**src/rtl/phy_mgmt_pkg.sv**
```systemverilog
package phy_mgmt_pkg;

    localparam int REG_W = 16;

    localparam int BIT_LOOP    = 14;
    localparam int BIT_SPEED   = 13;
    localparam int BIT_AN      = 12;
    localparam int BIT_PDOWN   = 11;
    localparam int BIT_ISO     = 10;
    localparam int BIT_RESTART = 9;
    localparam int BIT_DUPLEX  = 8;

    localparam logic [REG_W-1:0] STATUS_CAPS = 16'h7800;

    typedef struct packed {
        logic loopback;
        logic speed_sel;
        logic an_en;
        logic pdown;
        logic isolate;
        logic duplex;
    } ctrl_t;

    typedef struct packed {
        logic speed_100;
        logic full_duplex;
    } link_mode_t;

    function automatic ctrl_t ctrl_defaults(input logic strap_an, input logic strap_spd);
        ctrl_t c;
        c.loopback  = 1'b0;
        c.speed_sel = strap_an ? 1'b1 : strap_spd;
        c.an_en     = strap_an;
        c.pdown     = 1'b0;
        c.isolate   = 1'b0;
        c.duplex    = 1'b1;
        return c;
    endfunction

    function automatic ctrl_t ctrl_unpack(input logic [REG_W-1:0] w);
        ctrl_t c;
        c.loopback  = w[BIT_LOOP];
        c.speed_sel = w[BIT_SPEED];
        c.an_en     = w[BIT_AN];
        c.pdown     = w[BIT_PDOWN];
        c.isolate   = w[BIT_ISO];
        c.duplex    = w[BIT_DUPLEX];
        return c;
    endfunction

    function automatic logic [REG_W-1:0] ctrl_pack(input ctrl_t c, input logic restart);
        logic [REG_W-1:0] w;
        w              = '0;
        w[BIT_LOOP]    = c.loopback;
        w[BIT_SPEED]   = c.speed_sel;
        w[BIT_AN]      = c.an_en;
        w[BIT_PDOWN]   = c.pdown;
        w[BIT_ISO]     = c.isolate;
        w[BIT_RESTART] = restart;
        w[BIT_DUPLEX]  = c.duplex;
        return w;
    endfunction

endpackage

```
**src/rtl/phy_ctrl_reg.sv**
```systemverilog
module phy_ctrl_reg
    import phy_mgmt_pkg::*;
(
    input  logic             clk,
    input  logic             rst,
    input  logic             strap_an,
    input  logic             strap_spd,
    input  logic             wr_sel,
    input  logic [REG_W-1:0] wr_data,
    output ctrl_t            ctrl,
    output logic             restart
);
    ctrl_t ctrl_q;
    ctrl_t ctrl_nxt;
    logic  restart_q;
    logic  want_restart;

    always_comb begin
        ctrl_nxt     = ctrl_unpack(wr_data);
        want_restart = ctrl_nxt.an_en && (!ctrl_q.an_en || wr_data[BIT_RESTART]);
    end

    always_ff @(posedge clk) begin
        if (rst) begin
            ctrl_q    <= ctrl_defaults(strap_an, strap_spd);
            restart_q <= 1'b0;
        end else begin
            restart_q <= 1'b0;
            if (wr_sel) begin
                ctrl_q    <= ctrl_nxt;
                restart_q <= want_restart;
            end
        end
    end

    assign ctrl    = ctrl_q;
    assign restart = restart_q;
endmodule

```
**src/rtl/phy_mode_resolve.sv**
```systemverilog
module phy_mode_resolve
    import phy_mgmt_pkg::*;
(
    input  logic       an_en,
    input  logic       speed_sel,
    input  logic       duplex,
    output link_mode_t mode
);
    always_comb begin
        if (an_en) begin
            mode.speed_100   = 1'b1;
            mode.full_duplex = 1'b1;
        end else begin
            mode.speed_100   = speed_sel;
            mode.full_duplex = duplex;
        end
    end
endmodule

```
**src/rtl/phy_status_reg.sv**
```systemverilog
module phy_status_reg
    import phy_mgmt_pkg::*;
#(
    parameter logic [REG_W-1:0] CAPS = STATUS_CAPS
) (
    output logic [REG_W-1:0] value
);
    for (genvar i = 0; i < REG_W; i++) begin : g_cap
        if (CAPS[i]) begin : g_one
            assign value[i] = 1'b1;
        end else begin : g_zero
            assign value[i] = 1'b0;
        end
    end
endmodule

```
**src/rtl/phy_rd_mux.sv**
```systemverilog
module phy_rd_mux
    import phy_mgmt_pkg::*;
#(
    parameter int ADDR_W    = 5,
    parameter int CTRL_ADDR = 0,
    parameter int STAT_ADDR = 1
) (
    input  logic [ADDR_W-1:0] addr,
    input  logic [REG_W-1:0]  ctrl_word,
    input  logic [REG_W-1:0]  stat_word,
    output logic [REG_W-1:0]  rd_data
);
    localparam logic [ADDR_W-1:0] CA = ADDR_W'(CTRL_ADDR);
    localparam logic [ADDR_W-1:0] SA = ADDR_W'(STAT_ADDR);

    always_comb begin
        if (addr == CA)      rd_data = ctrl_word;
        else if (addr == SA) rd_data = stat_word;
        else                 rd_data = '0;
    end
endmodule

```
**src/rtl/phy_mgmt_regs.sv**
```systemverilog
module phy_mgmt_regs
    import phy_mgmt_pkg::*;
#(
    parameter int ADDR_W    = 5,
    parameter int CTRL_ADDR = 0,
    parameter int STAT_ADDR = 1
) (
    input  logic              clk,
    input  logic              rst,
    input  logic              strap_an_en,
    input  logic              strap_speed,
    input  logic [ADDR_W-1:0] addr,
    input  logic              wr_en,
    input  logic [15:0]       wr_data,
    output logic [15:0]       rd_data,
    output logic              speed_100,
    output logic              full_duplex,
    output logic              an_enable,
    output logic              an_restart,
    output logic              isolate,
    output logic              loopback,
    output logic              tx_inhibit
);
    localparam logic [ADDR_W-1:0] CA = ADDR_W'(CTRL_ADDR);

    ctrl_t            ctrl;
    logic             restart;
    link_mode_t       mode;
    logic [REG_W-1:0] ctrl_word;
    logic [REG_W-1:0] stat_word;
    logic             ctrl_wr;

    assign ctrl_wr = wr_en && (addr == CA);

    phy_ctrl_reg u_ctrl (
        .clk       (clk),
        .rst       (rst),
        .strap_an  (strap_an_en),
        .strap_spd (strap_speed),
        .wr_sel    (ctrl_wr),
        .wr_data   (wr_data),
        .ctrl      (ctrl),
        .restart   (restart)
    );

    phy_mode_resolve u_mode (
        .an_en     (ctrl.an_en),
        .speed_sel (ctrl.speed_sel),
        .duplex    (ctrl.duplex),
        .mode      (mode)
    );

    phy_status_reg #(.CAPS(STATUS_CAPS)) u_stat (
        .value (stat_word)
    );

    assign ctrl_word = ctrl_pack(ctrl, restart);

    phy_rd_mux #(
        .ADDR_W    (ADDR_W),
        .CTRL_ADDR (CTRL_ADDR),
        .STAT_ADDR (STAT_ADDR)
    ) u_rd (
        .addr      (addr),
        .ctrl_word (ctrl_word),
        .stat_word (stat_word),
        .rd_data   (rd_data)
    );

    assign speed_100   = mode.speed_100;
    assign full_duplex = mode.full_duplex;
    assign an_enable   = ctrl.an_en;
    assign an_restart  = restart;
    assign isolate     = ctrl.isolate;
    assign loopback    = ctrl.loopback;
    assign tx_inhibit  = ctrl.loopback;
endmodule

```
**config.mk**
```make
export PLATFORM = sky130hd
export DESIGN_NAME = phy_mgmt_regs
export DESIGN_NICKNAME = d
export VERILOG_FILES = /design/src/rtl/phy_mgmt_pkg.sv /design/src/rtl/phy_ctrl_reg.sv /design/src/rtl/phy_mode_resolve.sv /design/src/rtl/phy_status_reg.sv /design/src/rtl/phy_rd_mux.sv /design/src/rtl/phy_mgmt_regs.sv
export SDC_FILE = /design/constraint.sdc
export NUM_CORES = 1
export LEC_CHECK = 0
export BUFFER_PORTS_ARGS = -buffer_cell sky130_fd_sc_hd__buf_2
export CORE_MARGIN = 5
export CORE_UTILIZATION = 41
export DETAILED_ROUTE_END_ITERATION = 12
export PLACE_DENSITY = 0.79
export SLEW_MARGIN = 30
export SYNTH_ARGS = -nofsm -noshare
export SYNTH_HDL_FRONTEND = slang
export SYNTH_HIERARCHICAL = 1
export SYNTH_SLANG_ARGS = --single-unit
export TNS_END_PERCENT = 10
```
**constraint.sdc**
```tcl
create_clock -name clk -period 2.1 [get_ports clk]
set_input_delay 0.42 -clock clk [delete_from_list [all_inputs] [get_ports clk]]
set_output_delay 0.42 -clock clk [all_outputs]
set_load 0.03 [all_outputs]
```
### Word level (Yosys, flattened, before mapping)

Cells that the tools add are included.

* register bits after elaboration: 7
* bits of input ports: 26
* output and inout port bits: 23
* word-level logic and storage cells: 22

* equality and inequality tests: 1
* multiplexer cells: 6
* bitwise operators: 1
* reductions and logical operators: 7

Operators by type and width (count)
* $mux 15: 2
* $mux 5: 2
* $eq 5x1->1 const B: 1
* $logic_not 5->1: 1
* $logic_and 1x1->1: 2
* $mux 2: 1
* $reduce_bool 2->1: 1
* $reduce_or 2->1: 1
* $logic_not 1->1: 1
* $logic_or 1x1->1: 1
* $mux 1: 1
* $not 1->1: 1

### Longest topological paths before layout

* word-level depth: 4
* depth in mapped cells: 5
* depth with buffers taken out: 4

### Modules after synthesis

Netlist, hierarchy kept.

By module, submodules not included
* phy_ctrl_reg: instances 1, cells each 26, area each 297.8 um^2, sequential area each 160.2 um^2
* phy_rd_mux: instances 1, cells each 37, area each 254.0 um^2, sequential area each 0.0 um^2
* phy_status_reg: instances 1, cells each 18, area each 127.6 um^2, sequential area each 0.0 um^2
* phy_mgmt_regs: instances 1, cells each 4, area each 31.3 um^2, sequential area each 0.0 um^2
* phy_mode_resolve: instances 1, cells each 2, area each 12.5 um^2, sequential area each 0.0 um^2

### Least setup slack after synthesis

Ideal clock, no wire load.

* kind: input-to-output
* from: input addr[3]
* to: output rd_data[13]
* arrival time: 1.644 ns
* required time: 1.680 ns
* slack: 0.036 ns
* cell stages on the path: 4
* buffers on the path: 2
* path through: or4_1 clkbuf_2 buf_6 nor2_1

* word-level cells in the longest chain between the ends: 3
* elaborated cells between the ends (all ways): 4
* classes of those cells: eq/ne: 1; mux: 2; reduce/logical: 1

RTL lines
* from (decl): line phy_mgmt_regs.sv:12 `input logic [ADDR_W-1:0] addr,`
* $eq 5x1->1: line phy_rd_mux.sv:18 `else if (addr == SA) rd_data = stat_word;`
* $mux 15: line phy_rd_mux.sv:18
* $mux 15 *: line phy_rd_mux.sv:17 `if (addr == CA) rd_data = ctrl_word;`
* to (decl): line phy_mgmt_regs.sv:15 `output logic [15:0] rd_data,`

Every way passes the cells marked *; elsewhere a longest branch is shown, timed or not.

### Worst setup path in the final report

* from: input addr[3]
* to: output rd_data[8]

* word-level cells in the longest chain between the ends: 2

RTL lines (line)
* $logic_not 5->1: phy_rd_mux.sv:17
* $mux 15: phy_rd_mux.sv:17

No other way between the ends.

==> results.ini <==
[finish]
instances_no_fill=148
multi_input_area_um2=465
syn_to_final_growth_pct=18.9
drive_gt1_share_pct=31.7
nFillCells=183
num_antenna_cells=0
nets=150
regArea_um2=160

[timing]
tightestPinTransition_ns=0.563
max-slew-margin-rel_pct=62.3
setup_viol=0
fmax_mhz=499
hold_violations=0
maxSlewViolCount=0
post-route-period-util_pct=95.5
period_minus_slack_ns=2.01
skew_ns=0.000785
fin_setup_tns_ns=0
rsz0062_at_grt=no

[grt]
use_met2_pct=23.4
grt_pass1_vias=641
overflow=0
grt_usage_pct=12.2
use_met3_pct=1.15
use_met1_pct=11.1
grt_pass1_wl_um=2480
busiest_layer=met2
grt_max_degree=11
antenna_found_initial=0

[detailed_routing]
drt-initial-drc-count=1
viasPerCell=4.14
ant_nets=0
drc=0
wl_um=1400
wl_per_cell_um=9.47
vias=612
dr.pass1.iters=2

[die]
die_h_um=52
initial_utilization_pct=42.3
fp.coreArea_um2=1710
io-pin-count=49
rows=15
die_w_um=52
dieArea_um2=2700

[worst_setup_path]
cp_max_fo=9
crit_top_cell=buf_2
path_cells=buf_2 -> or4_1 -> nor2_1 -> buf_2
crit_slowest_cell=or4_1
startpoint_type=input port
crit_required_ns=1.68
crit_type=input port to output pin
worstPathArrival_ns=1.59
crit_path_max_incr_delay_ns=0.69
crit_path_end_kind=output pin

[power]
leakage_uw=0.000488
power_density_nw_per_um2=419
ir_drop_v=0.000271

[placed_design]
numPortBuffers=30
gp_congestion=0.620
hpwlAfterDp_um=1180
dp.cells=144

[run]
max-cap-violations=0

[synthesis]
yosysMostFrequentCell=nor2_1
syn_area_um2=723
synth_seq_area_share_pct=22.1
synthArstFlopShare_pct=0
syn_avg_cell_area_um2=8.31
synth_edf_count=2
synthTopCellsByCount=nor2_1, mux2i_1, buf_4
synth-seq-cells=7
synthTopCellsByArea=mux2i_1, buf_4, dfxtp_1, nor2_1, edfxtp_1
synth_warnings=6
yosysTopAreaCell=mux2i_1
netlist.area_leader.share_pct=26.3
synth.distinct_cells=19
synthFlopType=dfxtp_1
postSynthCellCount=87

[clocking]
clock_path_buffers=2
worstSkewPairLatency_ns=0.25
clk_pin_slew_ns=0.05
cts_tree=yes
cts_made_buffers=3
h-tree-depth=1
cts.root.buffer_cell=clkbuf_4
post_cts.resized_instances=0
post_cts_buffers=0
hold_buffers=0
cts_num_sinks=7

[run_status]
outcome=complete, no violations

[hold_path]
min_path_type=input port to flop

==> worst max-delay path, delay by kind of cell <==
kind                   cells  cell delay [ns]
AND/OR/NAND/NOR            2             0.86
buffers and inverters      2             0.31
==> placed cells by master, fill, tap and decap left out <==
| cell type | count |
|---|---|
| a211o_1 | 1 |
| a21oi_1 | 3 |
| buf_2 | 30 |
| buf_4 | 3 |
| clkbuf_1 | 1 |
| clkbuf_4 | 3 |
| conb_1 | 25 |
| dfxtp_1 | 5 |
| edfxtp_1 | 2 |
| inv_1 | 1 |
| mux2i_1 | 19 |
| nand2_1 | 2 |
| nand3b_4 | 1 |
| nor2_1 | 20 |
| nor2b_2 | 1 |
| nor3_2 | 1 |
| or2_1 | 3 |
| or4_1 | 1 |
| or4b_1 | 1 |
==> cells by family (layout without fill, tap and decap cells) <==
kind of cell,count (synthesis),after routing,synth area share [%]
other cells,3,25,1.56
compound gates,4,4,3.29
mux,19,19,26.3
flops,7,7,22.1
simple gates,30,30,21.8
buf+inv,24,38,24.9
==> stage by stage <==
| step | setup WS (ns) | total power (µW) | utilization (%) | hold WS [ns] | instance area [µm²] |
|---|---|---|---|---|---|
| 2_1_floorplan | 0.0362 | 238 | - | 0.460 | 806 |
| 6_report | 0.0942 | 361 | 50.3 | 0.378 | 860 |
| 3_3_place_gp | 0.0952 | 238 | 48.8 | 0.474 | 833 |
| 5_1_grt | 0.0392 | 386 | 50.3 | 0.387 | 860 |
| 4_1_cts | 0.0763 | 366 | 50.3 | 0.369 | 860 |
| 3_5_place_dp | 0.0815 | 240 | 48.8 | 0.504 | 833 |
==> path summary, 6_finish.rpt <==
check	start	endpoint	slack, ns	cells past startpoint
worst min-delay path	wr_data[8]	u_ctrl/ctrl[0]$_SDFFE_PP1P_	0.38	2
worst max register to register	u_ctrl/ctrl[0]$_SDFFE_PP1P_	u_ctrl/ctrl[0]$_SDFFE_PP1P_	1.31	2
worst min register to register	u_ctrl/ctrl[2]$_SDFFE_PP0P_	u_ctrl/ctrl[2]$_SDFFE_PP0P_	0.50	2
worst max-delay path	addr[3]	rd_data[8]	0.09	4
==> registers in the layout, summed over array words and instances, names as in the netlist <==
name / cells
u_ctrl/restart: 1
u_ctrl/ctrl: 6
==> routing by layer <==
layer  part of all wire (%)  vias to the layer above
li1                       -                      315
met1                     34                      275
met2                     58                       18
met3                    5.9                        4
met4                    2.9                        0
met5                      0                        -
==> where the power goes <==
group / switching (µW) / total (µW) / internal, µW / leakage, µW
sequential: 2.98 / 147 / 144 / 0.0000598
combinational: 54.3 / 91.4 / 37.1 / 0.000413
clock: 49.7 / 122 / 72.5 / 0.0000150
==> cell type report <==
class	count	share of cell area (%)
Multi-Input combinational cell	78	54.1
Clock buffer	4	3.06
Sequential cell	7	18.6
Timing Repair Buffer	33	20.1
Inverter	1	0.437
Tap cell	25	3.64
No activity file was read; power rests on OpenSTA's default activity.
